### src/rtl/tick_timer_pkg.sv
package tick_timer_pkg;

    localparam int unsigned DATA_W = 32;
    localparam int unsigned CAL_W  = 24;

    // byte offsets of the four registers
    localparam logic [7:0] OFS_CSR = 8'h10;
    localparam logic [7:0] OFS_RLD = 8'h14;
    localparam logic [7:0] OFS_CUR = 8'h18;
    localparam logic [7:0] OFS_CAL = 8'h1C;

    // control/status bit positions
    localparam int unsigned BIT_EN   = 0;
    localparam int unsigned BIT_IE   = 1;
    localparam int unsigned BIT_SRC  = 2;
    localparam int unsigned BIT_FLAG = 16;

    typedef enum logic [2:0] {
        REG_NONE,
        REG_CSR,
        REG_RLD,
        REG_CUR,
        REG_CAL
    } reg_id_e;

    typedef struct packed {
        logic en;        // counting enabled
        logic irq_en;    // interrupt on reaching zero
        logic core_clk;  // 1: count every clock, 0: count on ref strobe
    } ctrl_t;

    typedef struct packed {
        logic rd_csr;
        logic wr_csr;
        logic wr_rld;
        logic wr_cur;
    } bus_ev_t;

    function automatic logic [DATA_W-1:0] pack_csr(input ctrl_t c, input logic flag);
        logic [DATA_W-1:0] r;
        r           = '0;
        r[BIT_EN]   = c.en;
        r[BIT_IE]   = c.irq_en;
        r[BIT_SRC]  = c.core_clk;
        r[BIT_FLAG] = flag;
        return r;
    endfunction

    function automatic logic [DATA_W-1:0] pack_cal(input logic noref, input logic skew,
                                                   input logic [CAL_W-1:0] tenms);
        logic [DATA_W-1:0] r;
        r              = '0;
        r[CAL_W-1:0]   = tenms;
        r[DATA_W-2]    = skew;
        r[DATA_W-1]    = noref;
        return r;
    endfunction

endpackage

### src/rtl/tick_timer_decode.sv
module tick_timer_decode
    import tick_timer_pkg::*;
#(
    parameter int unsigned ADDR_W = 8
) (
    input  logic              sel,
    input  logic              we,
    input  logic [ADDR_W-1:0] addr,
    output reg_id_e           id,
    output bus_ev_t           ev
);

    always_comb begin
        id = REG_NONE;
        if      (addr == ADDR_W'(OFS_CSR)) id = REG_CSR;
        else if (addr == ADDR_W'(OFS_RLD)) id = REG_RLD;
        else if (addr == ADDR_W'(OFS_CUR)) id = REG_CUR;
        else if (addr == ADDR_W'(OFS_CAL)) id = REG_CAL;
    end

    always_comb begin
        ev.rd_csr = sel && !we && (id == REG_CSR);
        ev.wr_csr = sel &&  we && (id == REG_CSR);
        ev.wr_rld = sel &&  we && (id == REG_RLD);
        ev.wr_cur = sel &&  we && (id == REG_CUR);
    end

    // at most one register event per cycle
    always_comb begin
        assert_one_event_R1: assert ($countones(ev) <= 1);
    end

endmodule

### src/rtl/tick_timer_ctrl.sv
module tick_timer_ctrl
    import tick_timer_pkg::*;
#(
    parameter int unsigned CNT_W  = 24,
    parameter bit          NO_REF = 1'b0
) (
    input  logic             clk,
    input  logic             rst,
    input  bus_ev_t          ev,
    input  logic [2:0]       csr_wdata,
    input  logic [CNT_W-1:0] rld_wdata,
    output ctrl_t            ctl,
    output logic [CNT_W-1:0] reload
);

    always_ff @(posedge clk) begin
        if (rst) begin
            ctl.en       <= 1'b0;
            ctl.irq_en   <= 1'b0;
            ctl.core_clk <= NO_REF;
            reload       <= '0;
        end else begin
            if (ev.wr_csr) begin
                ctl.en       <= csr_wdata[BIT_EN];
                ctl.irq_en   <= csr_wdata[BIT_IE];
                ctl.core_clk <= csr_wdata[BIT_SRC] | NO_REF;
            end
            if (ev.wr_rld) begin
                reload <= rld_wdata;
            end
        end
    end

    // control bits move only on a control write
    assert_ctl_stable_R2: assert property (@(posedge clk) disable iff (rst)
        !ev.wr_csr |=> $stable(ctl));

    // reload value moves only on a reload write
    assert_rld_stable_R4: assert property (@(posedge clk) disable iff (rst)
        !ev.wr_rld |=> $stable(reload));

endmodule

### src/rtl/tick_timer_core.sv
module tick_timer_core
    import tick_timer_pkg::*;
#(
    parameter int unsigned CNT_W = 24
) (
    input  logic             clk,
    input  logic             rst,
    input  ctrl_t            ctl,
    input  logic [CNT_W-1:0] reload,
    input  logic             ref_tick,
    input  bus_ev_t          ev,
    output logic [CNT_W-1:0] count,
    output logic             flag,
    output logic             irq
);

    localparam logic [CNT_W-1:0] ONE = CNT_W'(1);

    logic step;
    logic at_one;
    logic hit_zero;

    assign step     = ctl.en && (ctl.core_clk || ref_tick);
    assign at_one   = (count == ONE);
    assign hit_zero = step && at_one && !ev.wr_cur;

    always_ff @(posedge clk) begin
        if (rst) begin
            count <= '0;
            flag  <= 1'b0;
            irq   <= 1'b0;
        end else begin
            irq <= 1'b0;
            if (ev.wr_cur) begin
                count <= '0;
                flag  <= 1'b0;
            end else begin
                if (step) begin
                    if (count == '0) count <= reload;
                    else             count <= count - ONE;
                end
                if (hit_zero) begin
                    flag <= 1'b1;
                    irq  <= ctl.irq_en;
                end else if (ev.rd_csr) begin
                    flag <= 1'b0;
                end
            end
        end
    end

    // reaching zero leaves the flag set
    assert_flag_on_zero_R3: assert property (@(posedge clk) disable iff (rst)
        (step && at_one && !ev.wr_cur) |=> flag);

    // a flag already set survives until a status read or count write
    assert_flag_sticky_R5: assert property (@(posedge clk) disable iff (rst)
        (flag && !ev.rd_csr && !ev.wr_cur) |=> flag);

    // count write clears count and flag, no interrupt
    assert_cur_clear_R6: assert property (@(posedge clk) disable iff (rst)
        ev.wr_cur |=> (count == '0 && !flag && !irq));

    // zero reload keeps the counter parked at zero
    assert_hold_zero_R9: assert property (@(posedge clk) disable iff (rst)
        (reload == '0 && count == '0) |=> (count == '0));

    // no counting step, no change
    assert_no_step_R10: assert property (@(posedge clk) disable iff (rst)
        (!step && !ev.wr_cur) |=> $stable(count));

    // interrupt is gated and lasts one clock
    assert_irq_gate_R11: assert property (@(posedge clk) disable iff (rst)
        irq |-> $past(ctl.en && ctl.irq_en));
    assert_irq_pulse_R11: assert property (@(posedge clk) disable iff (rst)
        irq |=> !irq);

endmodule

### src/rtl/tick_timer.sv
module tick_timer
    import tick_timer_pkg::*;
#(
    parameter int unsigned     CNT_W     = 24,
    parameter int unsigned     ADDR_W    = 8,
    parameter logic [CAL_W-1:0] CAL_TENMS = '0,
    parameter bit              CAL_SKEW  = 1'b0,
    parameter bit              NO_REF    = 1'b0
) (
    input  logic              clk,
    input  logic              rst,
    input  logic              bus_sel,
    input  logic              bus_we,
    input  logic [ADDR_W-1:0] bus_addr,
    input  logic [DATA_W-1:0] bus_wdata,
    output logic [DATA_W-1:0] bus_rdata,
    input  logic              ref_tick,
    output logic              tick_irq
);

    reg_id_e          reg_id;
    bus_ev_t          bus_ev;
    ctrl_t            ctl;
    logic [CNT_W-1:0] reload;
    logic [CNT_W-1:0] count;
    logic             flag;
    logic             rd_req;
    logic             unused_wdata;

    assign unused_wdata = ^bus_wdata;
    assign rd_req       = bus_sel && !bus_we;

    tick_timer_decode #(
        .ADDR_W (ADDR_W)
    ) decode_i (
        .sel  (bus_sel),
        .we   (bus_we),
        .addr (bus_addr),
        .id   (reg_id),
        .ev   (bus_ev)
    );

    tick_timer_ctrl #(
        .CNT_W  (CNT_W),
        .NO_REF (NO_REF)
    ) ctrl_i (
        .clk       (clk),
        .rst       (rst),
        .ev        (bus_ev),
        .csr_wdata (bus_wdata[2:0]),
        .rld_wdata (bus_wdata[CNT_W-1:0]),
        .ctl       (ctl),
        .reload    (reload)
    );

    tick_timer_core #(
        .CNT_W (CNT_W)
    ) core_i (
        .clk      (clk),
        .rst      (rst),
        .ctl      (ctl),
        .reload   (reload),
        .ref_tick (ref_tick),
        .ev       (bus_ev),
        .count    (count),
        .flag     (flag),
        .irq      (tick_irq)
    );

    always_comb begin
        bus_rdata = '0;
        if (rd_req) begin
            case (reg_id)
                REG_CSR: bus_rdata = pack_csr(ctl, flag);
                REG_RLD: bus_rdata = DATA_W'(reload);
                REG_CUR: bus_rdata = DATA_W'(count);
                REG_CAL: bus_rdata = pack_cal(NO_REF, CAL_SKEW, CAL_TENMS);
                default: bus_rdata = '0;
            endcase
        end
    end

    // nothing drives read data outside a read request
    assert_idle_rdata_R1: assert property (@(posedge clk) disable iff (rst)
        !rd_req |-> (bus_rdata == '0));

    generate
        if (CNT_W < DATA_W) begin : g_upper
            // upper reload bits read zero
            assert_rld_upper_R4: assert property (@(posedge clk) disable iff (rst)
                (rd_req && bus_addr == ADDR_W'(OFS_RLD)) |-> (bus_rdata[DATA_W-1:CNT_W] == '0));
        end
        if (NO_REF) begin : g_noref
            // clock-source bit pinned high
            assert_src_pinned_R8: assert property (@(posedge clk) disable iff (rst)
                (rd_req && bus_addr == ADDR_W'(OFS_CSR)) |-> bus_rdata[BIT_SRC]);
        end
    endgenerate

endmodule

### config.mk
export PLATFORM = sky130hd
export DESIGN_NAME = tick_timer
export DESIGN_NICKNAME = d
export VERILOG_FILES = /design/src/rtl/tick_timer_pkg.sv /design/src/rtl/tick_timer_decode.sv /design/src/rtl/tick_timer_ctrl.sv /design/src/rtl/tick_timer_core.sv /design/src/rtl/tick_timer.sv
export SDC_FILE = /design/constraint.sdc
export NUM_CORES = 1
export LEC_CHECK = 0
export ABC_AREA = 1
export ABC_CLOCK_PERIOD_IN_PS = 1700
export BUFFER_PORTS_ARGS = -buffer_cell sky130_fd_sc_hd__buf_2
export CORE_ASPECT_RATIO = 0.6
export CORE_MARGIN = 8
export CORE_UTILIZATION = 52
export DETAILED_ROUTE_END_ITERATION = 10
export PLACE_DENSITY = 0.75
export SYNTH_ARGS = -nofsm -noshare
export SYNTH_HDL_FRONTEND = slang
export SYNTH_HIERARCHICAL = 1
export SYNTH_SLANG_ARGS = --single-unit
### constraint.sdc
create_clock -name clk -period 1.7 [get_ports clk]
set_input_delay 0.255 -clock clk [delete_from_list [all_inputs] [get_ports clk]]
set_output_delay 0.255 -clock clk [all_outputs]
set_load 0.05 [all_outputs]
== Word level (Yosys, flattened, before mapping) ==
Index checks and enable logic that the tools add are counted.
Storage, ports and cells
  register bits: 53
  bits of input ports: 45
  output and inout port bits: 33
  logic and storage cells: 42
Cells by class
  $add $sub $neg: 1
  equal/unequal tests: 8
  muxes and demuxes: 9
  bitwise operators: 1
  reductions and logical operators: 16
Operator list (count)
  24-bit one-hot mux with 3 select lines: 1
  24-bit two-way mux: 2
  8-bit by 5-bit == test with 1-bit output (second input constant): 4
  24-bit by 1-bit == test with 1-bit output (second input constant): 1
  24-bit zero test: 1
  24-bit by 1-bit subtractor with 24-bit output (second input constant): 1
  3-bit two-way mux: 4
  1-bit logical AND: 9
  3-bit by 2-bit == test with 1-bit output (second input constant): 2
  3-bit by 1-bit == test with 1-bit output (second input constant): 1
  3-bit OR reduction: 1
  1-bit zero test: 2
  1-bit two-way mux: 2
  2-bit nonzero test: 1
  2-bit OR reduction: 1
  1-bit logical OR: 1
  1-bit inverter: 1

== Logic depth before layout (Yosys ltp) ==
  word-level depth: 11
  mapped depth: 11
  depth with buffers taken out: 11

== By module ==
The synthesis kept the hierarchy.
Modules (own cells, without submodules)
  tick_timer_core: instances 1, cells an instance 336, area an instance 2087.0 um^2, seq. area each 520.5 um^2
  tick_timer_ctrl: instances 1, cells an instance 170, area an instance 1099.8 um^2, seq. area each 540.5 um^2
  tick_timer: instances 1, cells an instance 111, area an instance 591.8 um^2, seq. area each 0.0 um^2
  tick_timer_decode: instances 1, cells an instance 29, area an instance 142.6 um^2, seq. area each 0.0 um^2

== Worst setup path before layout ==
Ideal clock, no wire load.
  kind: input-to-output
  start: input bus_addr[5]
  end: output bus_rdata[12]
  arrival: 1929 ps
  required time: 1445 ps
  setup slack: -484 ps
  cell stages on the path: 11
  path buffers: 2
  cell sequence: inv_1 > nand2_2 > nor2_4 > nand3_2 > nand2_1 > buf_6 > nand2_4 > nor2_4 > buf_6 > nand2_1 > a21oi_1
On the way
  elaborated cells between the ends (all ways): 13
  those cells by class: 7 x eq/ne; 6 x mux
RTL lines
  start, declared: line tick_timer.sv:14  | input logic [ADDR_W-1:0] bus_addr,
  8-bit by 5-bit == test with 1-bit output: line tick_timer_decode.sv:17  | else if (addr == ADDR_W'(OFS_CUR)) id = REG_CUR;
  3-bit two-way mux: line tick_timer_decode.sv:17
  3-bit two-way mux: line tick_timer_decode.sv:16  | else if (addr == ADDR_W'(OFS_RLD)) id = REG_RLD;
  3-bit two-way mux (*): line tick_timer_decode.sv:15  | if (addr == ADDR_W'(OFS_CSR)) id = REG_CSR;
  via reg_id[1]: line tick_timer.sv:21  | reg_id_e reg_id;
  3-bit by 2-bit == test with 1-bit output / 3-bit by 1-bit == test with 1-bit output (equally long branches): line tick_timer.sv:73  | case (reg_id)
  24-bit one-hot mux with 3 select lines (*): line tick_timer.sv:73
  24-bit two-way mux (*): line tick_timer.sv:72  | if (rd_req) begin
  end, declared: line tick_timer.sv:16  | output logic [DATA_W-1:0] bus_rdata,
The timed path passes the listed nets; every way through them passes the cells marked *.

== Final worst setup path ==
  start: input bus_addr[3]
  end: output bus_rdata[21]
The elaborated chain is that of the path after synthesis.

==> run summary <==
Status: finished with violations
Failing checks: setup timing
FP Rows: 24
Placed Cells: 838
Reg2reg path depth: 9
Net count, final: 798
Core area: 7297 um2
Met1 Usage GRT: 36.40%
Hold WS: 0.2412 ns
Post-synth EDFFs: 0
Finished Cell Area: 5509 um2
WP data arrival: 1.81 ns
GR Overflow Total: 0
RSZ-0062 raised after global routing: yes
Layout area overhead: 40.49%
Clk_skew: 0.006349 ns
Sw Ratio: 25.10%
# hold bufs at CTS: 0
GR peak layer: met1
Worst-path fanout max: 5
Slew @ Worst Pin: 0.7578 ns
Drt initial violations: 569
Top-area cell type share of the netlist area: 27.06%
Post-synth ARST share: 0%
Seq pwr share: 48.7%
# diodes: 0
Clk root buf: clkbuf_16
Minimum clock period: 2.063 ns
Primary FF master, synth: dfxtp_1
Syn. warnings: 6
Wire per inst: 16.14 um
Largest area contributor in the netlist: dfxtp_1
Hold Vio Cnt, Final: 0
Setup violators final: 28
First-pass GRT wire length: 21,720 um
Die area: 10,670 um2
Worst VDD drop: 0.0003035 V
Hold crit path type: input port to register
Worst-path clk slew: 0.07 ns
PD cells: 463.1 nW/um2
Cells after synthesis: 646
Max H-tree Level: 2
Die H: 83.27 um
Final WS setup: -0.3626 ns
Highest Clock Rate: 484.8 MHz
First-pass detailed-route iteration total: 6
Largest stage delay, worst path: 0.24 ns
Post-DRT Antenna Nets: 0
Final Instance Count excl. Fillers: 855
GRT Resource Usage Total: 24.90%
Mean Syn Cell Area: 6.070 um2
Worst EP required: 1.44 ns
Worst hold start: bus_wdata[15]
Sinks on Clock Net: 53
CP Capture Type: output port
Largest cells by area after synthesis: dfxtp_1 (27%), nand2_1 (20%), nor2_1 (10%)
Reg2reg setup slack: -0.11 ns
DRC viols: 0
Layout fillers: 554
Reg2reg start: core_i/count[20]$_SDFFE_PP0N_
Ports: 78
Dpl cell area: 4885 um2
Max Cap Violations: 0
Lkg Pwr: 0.002746 uW
CP max-delay cell: nor2_1
Most common cell on crit path: nand2_4
Sequential share of the synthesized area: 27.06%
Netlist cell types: 39
Net Sw Power: 640.4 uW
Clk_lat worst skew: 0.30 ns
Power after layout: 2551 uW
CTS buffer count: 5
GR Layer Usage met3: 8.546%
Crit path cell chain: buf_2, inv_1, nor2_1, nand3_4, nand2_4, nand2_4, nor2_4, buf_12, clkbuf_16, nand2_4, a21oi_4, buf_6
Largest net degree at the start of global routing: 49
Setup TNS: -6.799 ns
Initial antenna violation count: 0
CTS tree: yes
DR vias/cell: 5.402
Vias in the first global route: 4,235
Die width: 128.1 um
Vias post-DR: 4,619
Ratio of cells with drive above 1 in the final layout: 32.89%
Buf+Inv Stages, Crit Path: 5
Top cell family by delay on the critical path: simple AND/OR/NAND/NOR gates
GP Congestion: 0.9241
Slew Viols, Final: 0
Critical Path Source Type: input port
Final Cycle Share: 121.3%
CP Class: input port to output port
Reg-to-Reg End: core_i/count[8]$_SDFFE_PP0N_
Comb power frac: 9.1%
Cell Int Power: 1911 uW
Min-Delay Path Depth: 5
Clk buf depth: 2
Mapped cell area: 3921 um2
Routed WL: 13,800 um
PortBufs: 61
Met2 Use GR: 33.46%
Starting Density: 53.74%
DP HPWL: 9700 um
Flops & latches, synth: 53
Clock share of power: 42.2%
Hold Path End: ctrl_i/reload[15]$_SDFFE_PP0P_
Slew Limit Headroom: 49.17%
==> flip-flops by register name (all words and copies together), names as in the netlist <==
signal         cells
core_i/count      24
ctrl_i/reload     24
ctrl_i/ctl         3
core_i/flag        1
core_i/irq         1
==> layout make-up <==
cell class	count	area [um2]	area share, %
multi-input cells	486	2750	49.92
repair buffers	124	1087	19.74
flip-flops and latches	53	1061	19.26
inverters	80	325.3	5.905
clock buffers	6	138.9	2.521
well taps	104	130.1	2.362
clock inverters	2	16.27	0.2953
==> cell families after synthesis <==
logic type,synth area share (%)
and+or+nand+nor,47.16
buffers and inverters,14.71
AOI/OAI and AO/OA,8.233
DFF,27.06
xor gates and xnor gates,1.787
adders and majority gates,0.9573
other,0.09563
==> worst max-delay path by stage <==
stage           startpoint       endpoint  slack [ns]  cells past startpoint
5_1_grt        bus_addr[7]  bus_rdata[21]       -0.42                     13
3_3_place_gp   bus_addr[5]  bus_rdata[12]       -0.30                     12
3_5_place_dp   bus_addr[5]  bus_rdata[22]       -0.36                     12
2_1_floorplan  bus_addr[5]  bus_rdata[11]       -0.07                     11
4_1_cts        bus_addr[5]  bus_rdata[20]       -0.23                     13
6_report       bus_addr[3]  bus_rdata[21]       -0.36                     12
==> worst reg2reg max path: stages (launching register included) <==
cell and delay (ns):
dfxtp_1 0.45, nor2_1 0.22, nand3_1 0.13, nor2_2 0.16, nand3_4 0.17, inv_6 0.19, nand2_1 0.10, o21ai_0 0.11
nand2_1 0.08, a21oi_1 0.12
==> cell usage in the layout (no fill, tap or decap), types with 19 or more instances in the layout <==
cell       n
nand2_1  178
nor2_1    98
inv_1     72
dfxtp_1   53
buf_4     51
buf_2     34
buf_6     29
nand3_1   28
nand2_2   24
a21oi_4   20
nand4_1   20
nand2_4   19
==> cell usage after synthesis (all sizes together), types with 5 or more instances <==
cell,n
xor2,5
a21oi,44
nor2,124
inv,79
nand4,21
dfxtp,53
buf,28
nand2,221
clkbuf,6
o21ai,11
nand3,36
==> per-stage QoR <==
stage	setup WS [ns]	utilization, %
2_1_floorplan	-0.07264	-
3_3_place_gp	-0.3018	66.94
3_5_place_dp	-0.3646	66.94
4_1_cts	-0.2291	73.37
5_1_grt	-0.4211	75.50
6_report	-0.3626	75.50
==> power groups by stage <==
stage	logic, uW	registers (uW)	clock network, uW
2_1_floorplan	149	1270	0
3_3_place_gp	211	1270	0
3_5_place_dp	215	1270	0
4_1_cts	222	1240	1080
5_1_grt	251	1240	1150
6_report	233	1240	1080
==> layer usage <==
layer	part of all wire, %	wire length (um)
met5	0	0
met4	1.2	172
met3	13	1776
met2	41	5722
met1	44	6125
==> what timing repair did <==
item                                    4_1_cts  5_1_grt
endpoints found under the setup margin       27       47
pin swaps                                     1       14
gates resized for setup                      71       35
buffers inserted                              5        4
cloned                                        2        1
No activity file was read; power rests on OpenSTA's default activity.
